## src/rtl/aport_pkg.sv

```systemverilog
package aport_pkg;
   localparam int unsigned SAMPLE_W = 16;

   typedef enum logic [1:0] {
      MODE_TXM_RXL = 2'b00,
      MODE_MSB     = 2'b01,
      MODE_I2S     = 2'b10,
      MODE_RSV     = 2'b11
   } aport_mode_e;

   typedef enum logic [1:0] {
      FR_OFF,
      FR_MSBJ,
      FR_LSBJ,
      FR_I2S
   } aport_frame_e;
endpackage

```

## src/rtl/aport_clkgen.sv

```systemverilog
module aport_clkgen #(
   parameter int unsigned HALF = 32
) (
   input  logic clk,
   input  logic rst_n,
   input  logic en,
   input  logic tick,
   input  logic left_hi,
   output logic bclk,
   output logic lrck
);
   localparam int unsigned CW = $clog2(2 * HALF);
   localparam logic [CW-1:0] C_HALF = CW'(HALF);

   logic [CW-1:0] cnt;
   logic [CW-1:0] cnt_nxt;

   assign cnt_nxt = cnt + 1'b1;

   always_ff @(posedge clk) begin
      if (!rst_n || !en) begin
         bclk <= 1'b0;
         lrck <= 1'b0;
         cnt  <= '1;
      end else if (tick) begin
         bclk <= ~bclk;
         if (bclk) begin
            cnt  <= cnt_nxt;
            lrck <= (cnt_nxt < C_HALF) ? left_hi : ~left_hi;
         end
      end
   end

   p_bclk_toggle_r2: assert property (@(posedge clk) disable iff (!rst_n)
      (en && tick) |=> (bclk != $past(bclk)));
   p_lrck_on_fall_r2: assert property (@(posedge clk) disable iff (!rst_n)
      (en && !(tick && bclk)) |=> $stable(lrck));
   p_idle_slave_r12: assert property (@(posedge clk) disable iff (!rst_n)
      !en |=> (!bclk && !lrck));
endmodule

```

## src/rtl/aport_slot_track.sv

```systemverilog
module aport_slot_track #(
   parameter int unsigned HALF = 32
) (
   input  logic                            clk,
   input  logic                            rst_n,
   input  logic                            ev,
   input  logic                            lr,
   output logic                            lvl,
   output logic [$clog2(HALF+1)-1:0]       slot
);
   localparam int unsigned SW = $clog2(HALF + 1);
   localparam logic [SW-1:0] S_SAT = SW'(HALF);

   always_ff @(posedge clk) begin
      if (!rst_n) begin
         lvl  <= 1'b0;
         slot <= S_SAT;
      end else if (ev) begin
         if (lr != lvl) begin
            lvl  <= lr;
            slot <= '0;
         end else if (slot != S_SAT) begin
            slot <= slot + 1'b1;
         end
      end
   end

   p_edge_restart_r3: assert property (@(posedge clk) disable iff (!rst_n)
      (ev && lr != lvl) |=> (slot == '0 && lvl == $past(lr)));
   p_slot_bound_r13: assert property (@(posedge clk) disable iff (!rst_n)
      slot <= S_SAT);
endmodule

```

## src/rtl/aport_init_win.sv

```systemverilog
module aport_init_win #(
   parameter int unsigned INIT_FRAMES = 2081,
   parameter int unsigned CH          = 2
) (
   input  logic          clk,
   input  logic          rst_n,
   input  logic [CH-1:0] en,
   input  logic          frame_tick,
   output logic          busy
);
   localparam int unsigned CW = $clog2(INIT_FRAMES + 1);

   if (INIT_FRAMES < 1) begin : g_bad_frames
      $error("aport_init_win: INIT_FRAMES must be at least 1");
   end

   logic [CH-1:0] en_q;
   logic [CW-1:0] cnt;
   logic          any_rise;

   assign any_rise = |(en & ~en_q);
   assign busy     = (cnt != '0);

   always_ff @(posedge clk) begin
      if (!rst_n) begin
         en_q <= '0;
         cnt  <= '0;
      end else begin
         en_q <= en;
         if (any_rise)
            cnt <= CW'(INIT_FRAMES);
         else if (frame_tick && busy)
            cnt <= cnt - 1'b1;
      end
   end

   p_window_opens_r11: assert property (@(posedge clk) disable iff (!rst_n)
      (|(en & ~en_q)) |=> busy);
   p_window_holds_r11: assert property (@(posedge clk) disable iff (!rst_n)
      (busy && !frame_tick) |=> busy);
endmodule

```

## src/rtl/aport_rx.sv

```systemverilog
module aport_rx
   import aport_pkg::*;
#(
   parameter int unsigned HALF = 32
) (
   input  logic                          clk,
   input  logic                          rst_n,
   input  logic                          ev,
   input  logic                          sdi,
   input  aport_frame_e                  fr,
   input  logic                          left,
   input  logic [$clog2(HALF+1)-1:0]     slot,
   output logic [SAMPLE_W-1:0]           rx_l,
   output logic [SAMPLE_W-1:0]           rx_r,
   output logic                          rx_valid
);
   localparam int unsigned SW = $clog2(HALF + 1);
   localparam logic [SW-1:0] S_W   = SW'(SAMPLE_W);
   localparam logic [SW-1:0] S_WM1 = SW'(SAMPLE_W - 1);
   localparam logic [SW-1:0] S_LO  = SW'(HALF - SAMPLE_W);
   localparam logic [SW-1:0] S_HI  = SW'(HALF - 1);

   logic [SAMPLE_W-2:0] sr;
   logic [SAMPLE_W-1:0] hold;
   logic [SAMPLE_W-1:0] word;
   logic                have_l;
   logic                in_win;
   logic                last;

   assign word = {sr, sdi};

   always_comb begin
      case (fr)
         FR_MSBJ, FR_I2S: begin
            in_win = (slot < S_W);
            last   = (slot == S_WM1);
         end
         FR_LSBJ: begin
            in_win = (slot >= S_LO) && (slot <= S_HI);
            last   = (slot == S_HI);
         end
         default: begin
            in_win = 1'b0;
            last   = 1'b0;
         end
      endcase
   end

   always_ff @(posedge clk) begin
      if (!rst_n) begin
         sr       <= '0;
         hold     <= '0;
         have_l   <= 1'b0;
         rx_l     <= '0;
         rx_r     <= '0;
         rx_valid <= 1'b0;
      end else begin
         rx_valid <= 1'b0;
         if (ev && in_win) begin
            sr <= word[SAMPLE_W-2:0];
            if (last) begin
               if (left) begin
                  hold   <= word;
                  have_l <= 1'b1;
               end else if (have_l) begin
                  rx_l     <= hold;
                  rx_r     <= word;
                  rx_valid <= 1'b1;
                  have_l   <= 1'b0;
               end
            end
         end
      end
   end

   p_strobe_single_r9: assert property (@(posedge clk) disable iff (!rst_n)
      rx_valid |=> !rx_valid);
   p_strobe_needs_left_r9: assert property (@(posedge clk) disable iff (!rst_n)
      rx_valid |-> $past(have_l));
   p_rsv_nostrobe_r8: assert property (@(posedge clk) disable iff (!rst_n)
      (fr == FR_OFF) |=> !rx_valid);
endmodule

```

## src/rtl/aport_serial.sv

```systemverilog
module aport_serial
   import aport_pkg::*;
#(
   parameter int unsigned BCLK_FS     = 64,
   parameter int unsigned INIT_FRAMES = 2081
) (
   input  logic        clk,
   input  logic        rst_n,
   input  logic        master,
   input  logic        tick,
   input  logic [1:0]  fmt,
   input  logic        loop,
   input  logic [1:0]  cap_en,
   input  logic [15:0] tx_l,
   input  logic [15:0] tx_r,
   input  logic        bclk_i,
   input  logic        lrck_i,
   input  logic        sdi,
   output logic        bclk_o,
   output logic        lrck_o,
   output logic        sdo,
   output logic [15:0] rx_l,
   output logic [15:0] rx_r,
   output logic        rx_valid
);
   localparam int unsigned HALF = BCLK_FS / 2;
   localparam int unsigned SW   = $clog2(HALF + 1);
   localparam int unsigned NCH  = 2;
   localparam logic [SW-1:0] S_W = SW'(SAMPLE_W);

   if (BCLK_FS != 32 && BCLK_FS != 64) begin : g_bad_fs
      $error("aport_serial: BCLK_FS must be 32 or 64");
   end

   aport_mode_e  mode;
   aport_frame_e tx_fr, rx_fr;

   assign mode = aport_mode_e'(fmt);

   always_comb begin
      case (mode)
         MODE_TXM_RXL: begin tx_fr = FR_MSBJ; rx_fr = FR_LSBJ; end
         MODE_MSB:     begin tx_fr = FR_MSBJ; rx_fr = FR_MSBJ; end
         MODE_I2S:     begin tx_fr = FR_I2S;  rx_fr = FR_I2S;  end
         default:      begin tx_fr = FR_OFF;  rx_fr = FR_OFF;  end
      endcase
      if (loop) tx_fr = FR_I2S;
   end

   // clock source
   logic bclk_gen, lrck_gen;

   aport_clkgen #(.HALF(HALF)) u_clkgen (
      .clk    (clk),
      .rst_n  (rst_n),
      .en     (master),
      .tick   (tick),
      .left_hi(mode != MODE_I2S),
      .bclk   (bclk_gen),
      .lrck   (lrck_gen)
   );

   assign bclk_o = bclk_gen;
   assign lrck_o = lrck_gen;

   // edge detection on the selected serial clocks
   logic b_q, b_qq, l_q, s_q, l_d1, fall_d;
   logic fall_ev, rise_ev;

   assign fall_ev = b_qq & ~b_q;
   assign rise_ev = b_q & ~b_qq;

   always_ff @(posedge clk) begin
      if (!rst_n) begin
         b_q    <= 1'b0;
         b_qq   <= 1'b0;
         l_q    <= 1'b0;
         s_q    <= 1'b0;
         l_d1   <= 1'b0;
         fall_d <= 1'b0;
      end else begin
         b_q    <= master ? bclk_gen : bclk_i;
         l_q    <= master ? lrck_gen : lrck_i;
         s_q    <= sdi;
         b_qq   <= b_q;
         fall_d <= fall_ev;
         if (fall_ev) l_d1 <= l_q;
      end
   end

   // slot trackers: direct frame clock and frame clock delayed by one bit
   logic          lvl_a, lvl_b;
   logic [SW-1:0] slot_a, slot_b;

   aport_slot_track #(.HALF(HALF)) u_trk_direct (
      .clk(clk), .rst_n(rst_n), .ev(fall_ev), .lr(l_q), .lvl(lvl_a), .slot(slot_a)
   );
   aport_slot_track #(.HALF(HALF)) u_trk_delayed (
      .clk(clk), .rst_n(rst_n), .ev(fall_ev), .lr(l_d1), .lvl(lvl_b), .slot(slot_b)
   );

   logic [SW-1:0] tx_slot, rx_slot;
   logic          tx_left, rx_left;

   assign tx_slot = (tx_fr == FR_I2S) ? slot_b : slot_a;
   assign tx_left = (tx_fr == FR_I2S) ? ~lvl_b : lvl_a;
   assign rx_slot = (rx_fr == FR_I2S) ? slot_b : slot_a;
   assign rx_left = (rx_fr == FR_I2S) ? ~lvl_b : lvl_a;

   // startup muting window
   logic frame_tick, busy;

   assign frame_tick = fall_d && (slot_a == '0) && lvl_a;

   aport_init_win #(.INIT_FRAMES(INIT_FRAMES), .CH(NCH)) u_init (
      .clk(clk), .rst_n(rst_n), .en(cap_en), .frame_tick(frame_tick), .busy(busy)
   );

   // transmit path
   logic [NCH-1:0][SAMPLE_W-1:0] tx_in, masked, shadow;
   logic [SAMPLE_W-1:0]          cur_word;
   logic                         latch;

   assign tx_in = {tx_r, tx_l};

   for (genvar ch = 0; ch < NCH; ch++) begin : g_ch
      assign masked[ch] = (cap_en[ch] && !busy) ? tx_in[ch] : '0;
   end

   assign latch = fall_d && (tx_slot == '0) && tx_left;

   always_comb begin
      if (tx_left) cur_word = latch ? masked[0] : shadow[0];
      else         cur_word = shadow[1];
   end

   always_ff @(posedge clk) begin
      if (!rst_n) begin
         shadow <= '0;
         sdo    <= 1'b0;
      end else begin
         if (latch) shadow <= masked;
         if (fall_d)
            sdo <= (tx_fr != FR_OFF && tx_slot < S_W) ? cur_word[~tx_slot[3:0]] : 1'b0;
      end
   end

   // receive path
   aport_rx #(.HALF(HALF)) u_rx (
      .clk(clk), .rst_n(rst_n), .ev(rise_ev), .sdi(s_q), .fr(rx_fr),
      .left(rx_left), .slot(rx_slot), .rx_l(rx_l), .rx_r(rx_r), .rx_valid(rx_valid)
   );

   p_rsv_idle_r8: assert property (@(posedge clk) disable iff (!rst_n)
      (fall_d && tx_fr == FR_OFF) |=> !sdo);
   p_late_slot_zero_r13: assert property (@(posedge clk) disable iff (!rst_n)
      (fall_d && tx_slot >= S_W) |=> !sdo);
   p_init_mute_r11: assert property (@(posedge clk) disable iff (!rst_n)
      (latch && busy) |=> !sdo);
   p_off_chan_r10: assert property (@(posedge clk) disable iff (!rst_n)
      (latch && !cap_en[0]) |=> !sdo);
   p_sdo_on_fall_r3: assert property (@(posedge clk) disable iff (!rst_n)
      !fall_d |=> $stable(sdo));
endmodule

```

## config.mk

```make
export PLATFORM = sky130hd
export DESIGN_NAME = aport_serial
export DESIGN_NICKNAME = d
export VERILOG_FILES = /design/src/rtl/aport_pkg.sv /design/src/rtl/aport_clkgen.sv /design/src/rtl/aport_slot_track.sv /design/src/rtl/aport_init_win.sv /design/src/rtl/aport_rx.sv /design/src/rtl/aport_serial.sv
export SDC_FILE = /design/constraint.sdc
export NUM_CORES = 1
export LEC_CHECK = 0
export ABC_AREA = 1
export BUFFER_PORTS_ARGS = -buffer_cell sky130_fd_sc_hd__buf_2
export CELL_PAD_IN_SITES_DETAIL_PLACEMENT = 1
export CELL_PAD_IN_SITES_GLOBAL_PLACEMENT = 2
export CORE_AREA = 3 3 142 144
export CTS_CLUSTER_DIAMETER = 100
export DETAILED_ROUTE_END_ITERATION = 7
export DIE_AREA = 0 0 145 147
export PLACE_DENSITY = 0.85
export SLEW_MARGIN = 20
export SYNTH_ARGS = -nofsm -noshare
export SYNTH_HDL_FRONTEND = slang
export SYNTH_SLANG_ARGS = --single-unit
```

## constraint.sdc

```tcl
create_clock -name clk -period 3 [get_ports clk]
set_clock_uncertainty 0.15 [all_clocks]
set_input_delay 0.45 -clock clk [delete_from_list [all_inputs] [get_ports clk]]
set_output_delay 0.45 -clock clk [all_outputs]
set_load 0.02 [all_outputs]
```

==> results.sh, run 1 <==
export IMPL_endpoint_kind="flip-flop"
export IMPL_die_x_um=145
export IMPL_yosysMostFrequentCell="dfxtp_1"
export IMPL_leakagePower_nw=3.32
export IMPL_period_minus_slack_ps=2550
export IMPL_fin_area_um2=7480
export IMPL_row_count=50
export IMPL_vias=5654
export IMPL_crit_slowest_cell="ha_1"
export IMPL_grt_overflow_total=0
export IMPL_gp_congestion=0.805
export IMPL_hold_viol=0
export IMPL_grt_total_usage=0.161
export IMPL_synth_edf_count=0
export IMPL_ys_warnings_count=0
export IMPL_slowest_delay_ps=390
export IMPL_min_period_over_period=0.849
export IMPL_die_y_um=147
export IMPL_syn_area_um2=6210
export IMPL_timing_critical_path_mode_cell="nand2_1"
export IMPL_port_buffers=79
export IMPL_placed_cell_area_um2=6900
export IMPL_antenna_found_initial=0
export IMPL_totalWireLength_mm=16.9
export IMPL_synth_top_area_frac=0.451
export IMPL_setup_viol=0
export IMPL_whs_ps=76.1
export IMPL_worst_hold_path_type="input pin to flip-flop"
export IMPL_crit_type="input pin to flip-flop"
export IMPL_grt_setup_unrepaired="no"
export IMPL_path_delay_family="simple AND/OR/NAND/NOR gates"
export IMPL_synth_seq_cells=140
export IMPL_cts_buffers=17
export IMPL_worstHoldStart="sdi"
export IMPL_cts_num_sinks=140
export IMPL_root_buffer="clkbuf_16"
export IMPL_worstPathRequired_ps=3140
export IMPL_grt_pass1_wl_mm=28.5
export IMPL_rr_worst_depth=15
export IMPL_drive_gt1_frac=0.163
export IMPL_first_iter_violations=206
export IMPL_vdd_ir_drop_worst_uv=370
export IMPL_critPathLaunchType="input pin"
export IMPL_syn_nets=905
export IMPL_area_growth_syn_to_layout_pct=20.4
export IMPL_cts_repair_resized=0
export IMPL_arrival_ps=2680
export IMPL_hpwlAfterDp_mm=12.1
export IMPL_path_buf_inv=3
export IMPL_crit_chain="buf_2, inv_1, ha_1, inv_2, nand2_1, nand2_1, nand2_1, nand2_2, nor2_4, nand2_4, nand2_1, nand3_1, nand2_1, nand2_1, nand2_1, nand3_1, nand2_1, nand2_1, nand3_1, a21oi_1"
export IMPL_num_io_pins=80
export IMPL_ys_seq_area_frac=0.451
export IMPL_synth_area_top_cells="dfxtp_1 45%, o21ai_0 7.8%, inv_1 7.1%, nand2_1 7.1%, a21oi_1 6.9%"
export IMPL_worstPathMaxFanout=21
export IMPL_synthArstFlopShare=0
export IMPL_grt_max_degree=58
export IMPL_dp_slack_ps=-0.551
export IMPL_core_area_um2=18800
export IMPL_synth_distinct_cells=36
export IMPL_dieArea_um2=21300
export IMPL_ant_nets=0
export IMPL_clk_pin_slew_worst_paths_ps=60
export IMPL_synthCells=850
export IMPL_cts_tree="yes"
export IMPL_ff2ff_setup_slack_ps=470
export IMPL_r2r_end="u_init.cnt[11]"
export IMPL_num_antenna_cells=0
export IMPL_maxCapViolations=0
export IMPL_r2r_start="u_init.cnt[0]"
export IMPL_grt_pass1_vias=5917
export IMPL_cts_buffer_depth=2
export IMPL_holdPathEnd="s_q"
export IMPL_syn_area_per_cell_um2=7.31
export IMPL_hold_depth=3
export IMPL_start_util=0.330
export IMPL_instances_no_fill=1198
export IMPL_synth_top_area_cell="dfxtp_1"
export IMPL_power_density_nw_per_um2=563
export IMPL_drv_slew=0
export IMPL_wl_per_cell_um=14.1
export IMPL_setup_worst_path_start="fmt[0]"
export IMPL_dp_cells=1166
export IMPL_run_status="completed"
export IMPL_insertion_delay_ps=420
export IMPL_worst_slew_pin_slew_ps=497
export IMPL_synth_commonest_cells="140 x dfxtp_1, 118 x inv_1, 118 x nand2_1"
export IMPL_fin_ws_ps=453
export IMPL_slew_headroom=0.666
export IMPL_fmax_ghz=0.393
export IMPL_cts_setup_buffers=0
export IMPL_nets=980
export IMPL_synth_ff_type="dfxtp_1"
export IMPL_viasPerCell=4.72
export IMPL_firstDrtPassIters=5
export IMPL_cts_max_level=4
export IMPL_fillers=2348
export IMPL_post_route_drc_count=0
export IMPL_hold_buffers=0
-- sequential cells by signal, indices dropped and copies added, names as in the netlist --
signal              flops
u_trk_delayed.slot      6
fall_d                  1
u_clkgen.cnt            6
u_trk_direct.slot       6
u_trk_delayed.lvl       1
u_clkgen.lrck           1
b_qq                    1
u_rx.have_l             1
u_trk_direct.lvl        1
u_rx.rx_l              16
u_rx.hold              16
l_q                     1
u_init.en_q             2
l_d1                    1
b_q                     1
u_rx.sr                15
shadow                 32
u_clkgen.bclk           1
u_init.cnt             12
u_rx.rx_valid           1
u_rx.rx_r              16
sdo                     1
s_q                     1
-- kinds of logic after synthesis --
family,Yosys count,share of synthesized area
multiplexers,1,0.00181
flip-flops,140,0.451
XOR/XNOR,9,0.0127
adder cells (fa/ha/maj),11,0.0222
AO/OA/AOI/OAI,212,0.181
buffers and inverters,162,0.104
AND/OR/NAND/NOR,315,0.227
-- cell usage in the layout (no fill, tap or decap), types with 15 or more instances in the layout --
| master | netlist | final |
|---|---|---|
| a211oi_1 | 17 | 17 |
| buf_4 | 0 | 15 |
| o21ai_0 | 97 | 97 |
| inv_1 | 118 | 118 |
| buf_2 | 12 | 79 |
| nand2_1 | 118 | 118 |
| nand3_1 | 56 | 56 |
| clkbuf_16 | 0 | 17 |
| nor2_1 | 87 | 87 |
| dfxtp_1 | 140 | 140 |
| nand4_1 | 16 | 16 |
| a21oi_1 | 86 | 86 |
-- worst max-delay path by stage --
stage / to / cells after the start
after global routing: sdo / 19
after global placement: sdo / 20
after CTS: u_rx.rx_r[3] / 9
final: sdo / 20
after floorplan: sdo / 19
after detailed placement: sdo / 20
-- area by class of cell --
type / count / area [um^2] / area share
Tap cell: 260 / 325 / 0.0435
Sequential cell: 140 / 2800 / 0.375
Multi-Input combinational cell: 548 / 2760 / 0.369
Clock buffer: 19 / 453 / 0.0605
Timing Repair Buffer: 96 / 548 / 0.0733
Inverter: 122 / 458 / 0.0612
Clock inverter: 13 / 130 / 0.0174
-- worst register-to-register path, delay by kind of cell, from the launching register on --
family	cells	cell delay, ps
fa+ha+maj	1	200
xor+xnor	1	100
flops	1	330
buf+inv	5	600
simple gates	7	880
compound gates	1	150
-- where the power goes --
group | internal, mW | leakage, nW | switching [mW]
registers | 1.88 | 1.13 | 0.0110
clock network | 1.20 | 0.279 | 0.880
logic | 0.0808 | 1.91 | 0.159
-- metal layers --
metal	routed length [um]	track usage	up-vias
li1	-	-	2922
met1	7940	0.197	2638
met2	8070	0.277	76
met3	642	0.0432	18
met4	208	0.0499	0
met5	0	0	-
-- per-stage QoR --
| stage | utilization | setup TNS, ps | power, mW |
|---|---|---|---|
| finish | 0.397 | 0 | 4.21 |
| detailed placement | 0.366 | -0.551 | 2.17 |
| global placement | 0.366 | 0 | 2.17 |
| floorplan | - | 0 | 2.08 |
| CTS | 0.397 | 0 | 4.27 |
| global route | 0.397 | 0 | 4.38 |
Power figures use the tool's default switching activity.
==> inputs of run 2 (changes only) <==
- ABC_AREA: 1 -> 0
- PLACE_DENSITY: 0.85 -> 0.82
- clock period: 3 -> 2.22 ns (I/O delays scaled with it)
==> run 2 against run 1 <==
The run now ends with negative setup slack left. First-iteration DRC count down 4.4%. Clock-buffer cell count decreased by 2. Register-to-register slack worse by 890 ps. Worst hold slack worse by 50 ps. Largest power group unchanged. Highest routed layer unchanged.
==> results.sh, run 2 <==
export IMPL_r2r_start="u_init.cnt[0]"
export IMPL_area_growth_syn_to_layout_pct=38.0
export IMPL_firstDrtPassIters=4
export IMPL_hold_viol=0
export IMPL_maxCapViolations=0
export IMPL_ys_seq_area_frac=0.452
export IMPL_nets=869
export IMPL_largest_reg_flops=32
export IMPL_setup_worst_path_start="u_init.cnt[0]"
export IMPL_hpwlAfterDp_mm=12.5
export IMPL_endpoint_kind="flip-flop"
export IMPL_path_buf_inv=2
export IMPL_core_area_um2=18800
export IMPL_grt_max_degree=82
export IMPL_ant_nets=0
export IMPL_antenna_found_initial=0
export IMPL_synth_distinct_cells=57
export IMPL_cts_buffer_depth=2
export IMPL_violations="negative setup slack"
export IMPL_cts_num_sinks=140
export IMPL_viasPerCell=4.79
export IMPL_tns_ps=-4580
export IMPL_root_buffer="clkbuf_16"
export IMPL_syn_nets=700
export IMPL_die_y_um=147
export IMPL_synthCells=645
export IMPL_grt_pass1_wl_mm=29.0
export IMPL_cts_tree="yes"
export IMPL_synth_area_top_cells="dfxtp_1 45%, mux2i_1 13%, nor2b_1 9.1%, xnor2_1 2.7%, nand2_1 2.7%"
export IMPL_yosysMostFrequentCell="dfxtp_1"
export IMPL_slowest_delay_ps=490
export IMPL_num_antenna_cells=0
export IMPL_synth_top_area_frac=0.452
export IMPL_synth_ff_type="dfxtp_1"
export IMPL_port_buffers=79
export IMPL_gp_congestion=0.820
export IMPL_critPathLaunchType="flip-flop"
export IMPL_ys_warnings_count=0
export IMPL_fin_ws_ps=-422
export IMPL_fmax_ghz=0.379
export IMPL_num_io_pins=80
export IMPL_arrival_ps=2860
export IMPL_power_density_nw_per_um2=670
export IMPL_path_depth=11
export IMPL_cts_max_level=4
export IMPL_synth_commonest_cells="140 x dfxtp_1, 90 x nor2b_1, 79 x mux2i_1"
export IMPL_power_total_mw=5.73
export IMPL_grt_total_usage=0.166
export IMPL_synthArstFlopShare=0
export IMPL_setup_viol=32
export IMPL_vias=5209
export IMPL_post_route_drc_count=0
export IMPL_worstPathRequired_ps=2440
export IMPL_first_iter_violations=197
export IMPL_min_period_over_period=1.19
export IMPL_slew_headroom=0.569
export IMPL_run_status="finished with violations"
export IMPL_ff2ff_setup_slack_ps=-420
export IMPL_syn_area_per_cell_um2=9.60
export IMPL_worst_slew_pin_slew_ps=643
export IMPL_crit_type="flip-flop to flip-flop"
export IMPL_hold_depth=3
export IMPL_drv_slew=0
export IMPL_row_count=50
export IMPL_worst_hold_path_type="input pin to flip-flop"
export IMPL_final_common_cell="dfxtp_1"
export IMPL_fillers=2142
export IMPL_syn_area_um2=6190
export IMPL_vdd_ir_drop_worst_uv=504
export IMPL_grt_pass1_vias=5585
export IMPL_dp_cells=1037
export IMPL_worstPathMaxFanout=5
export IMPL_dieArea_um2=21300
export IMPL_regMostFlops="shadow"
export IMPL_layout_cells_most_common_list="134 x dfxtp_1, 90 x nor2b_1, 83 x buf_4, 79 x buf_2, 73 x mux2i_1"
export IMPL_synth_seq_cells=140
export IMPL_leakagePower_nw=3.24
export IMPL_grt_overflow_total=0
export IMPL_path_delay_family="simple AND/OR/NAND/NOR gates"
export IMPL_crit_chain="inv_2, ha_2, or4b_4, nor4_4, buf_4, and2_1, mux2i_1, o22ai_1, o22ai_1, nor4_1, a311o_1"
export IMPL_synth_top_area_cell="dfxtp_1"
export IMPL_clk_pin_slew_worst_paths_ps=70
export IMPL_start_util=0.329
export IMPL_r2r_end="sdo"
export IMPL_insertion_delay_ps=420
export IMPL_totalWireLength_mm=17.7
export IMPL_timing_critical_path_mode_cell="o22ai_1"
export IMPL_critPathCapture="sdo"
export IMPL_synth_edf_count=0
export IMPL_wl_per_cell_um=16.3
export IMPL_instances_no_fill=1087
export IMPL_rr_worst_depth=11
export IMPL_die_x_um=145
export IMPL_grt_setup_unrepaired="yes"
export IMPL_period_minus_slack_ps=2640
export IMPL_drive_gt1_frac=0.334
export IMPL_cts_buffers=17
export IMPL_crit_slowest_cell="or4b_4"
[run 2: changes by cell type after synthesis, sizes merged, moves of 7 or more]
cell / previous run / this run
xnor2: 5 / 19
a21oi: 86 / 8
nor2: 92 / 33
a21boi: 0 / 7
o21ai: 100 / 22
nor2b: 0 / 90
inv: 121 / 23
mux2i: 0 / 79
a211oi: 17 / 0
and2: 0 / 26
nand2: 130 / 44
nand4: 17 / 6
a22oi: 1 / 20
nand3: 56 / 8
[run 2: layout make-up]
| cell class | count | area [um^2] | area share |
|---|---|---|---|
| Clock buffer | 17 | 425 | 0.0498 |
| Sequential cell | 140 | 2810 | 0.329 |
| Clock inverter | 15 | 171 | 0.0200 |
| Multi-Input combinational cell | 449 | 3410 | 0.399 |
| Tap cell | 260 | 325 | 0.0381 |
| Inverter | 23 | 98.8 | 0.0116 |
| Timing Repair Buffer | 183 | 1300 | 0.152 |
[run 2: cells by family after synthesis]
family / after synthesis / synth area share
mux: 80 / 0.129
xor+xnor: 24 / 0.0339
simple gates: 243 / 0.219
compound gates: 90 / 0.104
buf+inv: 57 / 0.0390
flops: 140 / 0.452
fa+ha+maj: 11 / 0.0222
[run 2: stage by stage]
stage | utilization | worst slack (ps) | instance area (um^2) | hold WS, ps
2_1_floorplan | - | -451 | 6340 | 305
3_3_place_gp | 0.401 | -853 | 7550 | 327
3_5_place_dp | 0.401 | -843 | 7550 | 345
4_1_cts | 0.446 | -338 | 8400 | 3.68
5_1_grt | 0.454 | -527 | 8550 | 33.9
6_report | 0.454 | -422 | 8550 | 26.3
[run 2: timing repair]
item,in CTS,in global routing
setup endpoints to repair,56,62
gates cloned,2,0
endpoints found under the hold margin,3,0
resized for setup,36,43
hold buffers,3,0
pin swaps,15,17
setup buffers,12,2
[run 2: tightest hold or removal path, delay by kind of cell]
kind | cells | cell delay (ps)
simple gates | 1 | 100
compound gates | 1 | 50
buf+inv | 1 | 80
[run 2: worst min path at each step]
| stage | from | end | slack [ps] |
|---|---|---|---|
| after floorplan | cap_en[0] | u_init.en_q[0] | 300 |
| final | tx_r[6] | shadow[22] | 30 |
| after CTS | tx_r[6] | shadow[22] | 4 |
| after detailed placement | l_d1 | u_trk_delayed.lvl | 340 |
| after global placement | u_clkgen.cnt[4] | u_clkgen.cnt[4] | 330 |
| after global routing | tx_r[6] | shadow[22] | 30 |
[run 2: layer usage]
layer	global-route usage	vias up	wire length, um
li1	-	2573	-
met1	0.200	2543	7890
met2	0.298	82	9120
met3	0.0389	11	506
met4	0.0447	0	153
met5	0	-	0
[run 2: where the power goes]
| part | leakage [nW] | total, mW | switching (mW) | internal [mW] |
|---|---|---|---|---|
| combinational | 1.82 | 0.321 | 0.159 | 0.162 |
| sequential | 1.13 | 2.54 | 0.0106 | 2.53 |
| clock | 0.291 | 2.87 | 1.26 | 1.61 |
| total | 3.24 | 5.73 | 1.43 | 4.30 |
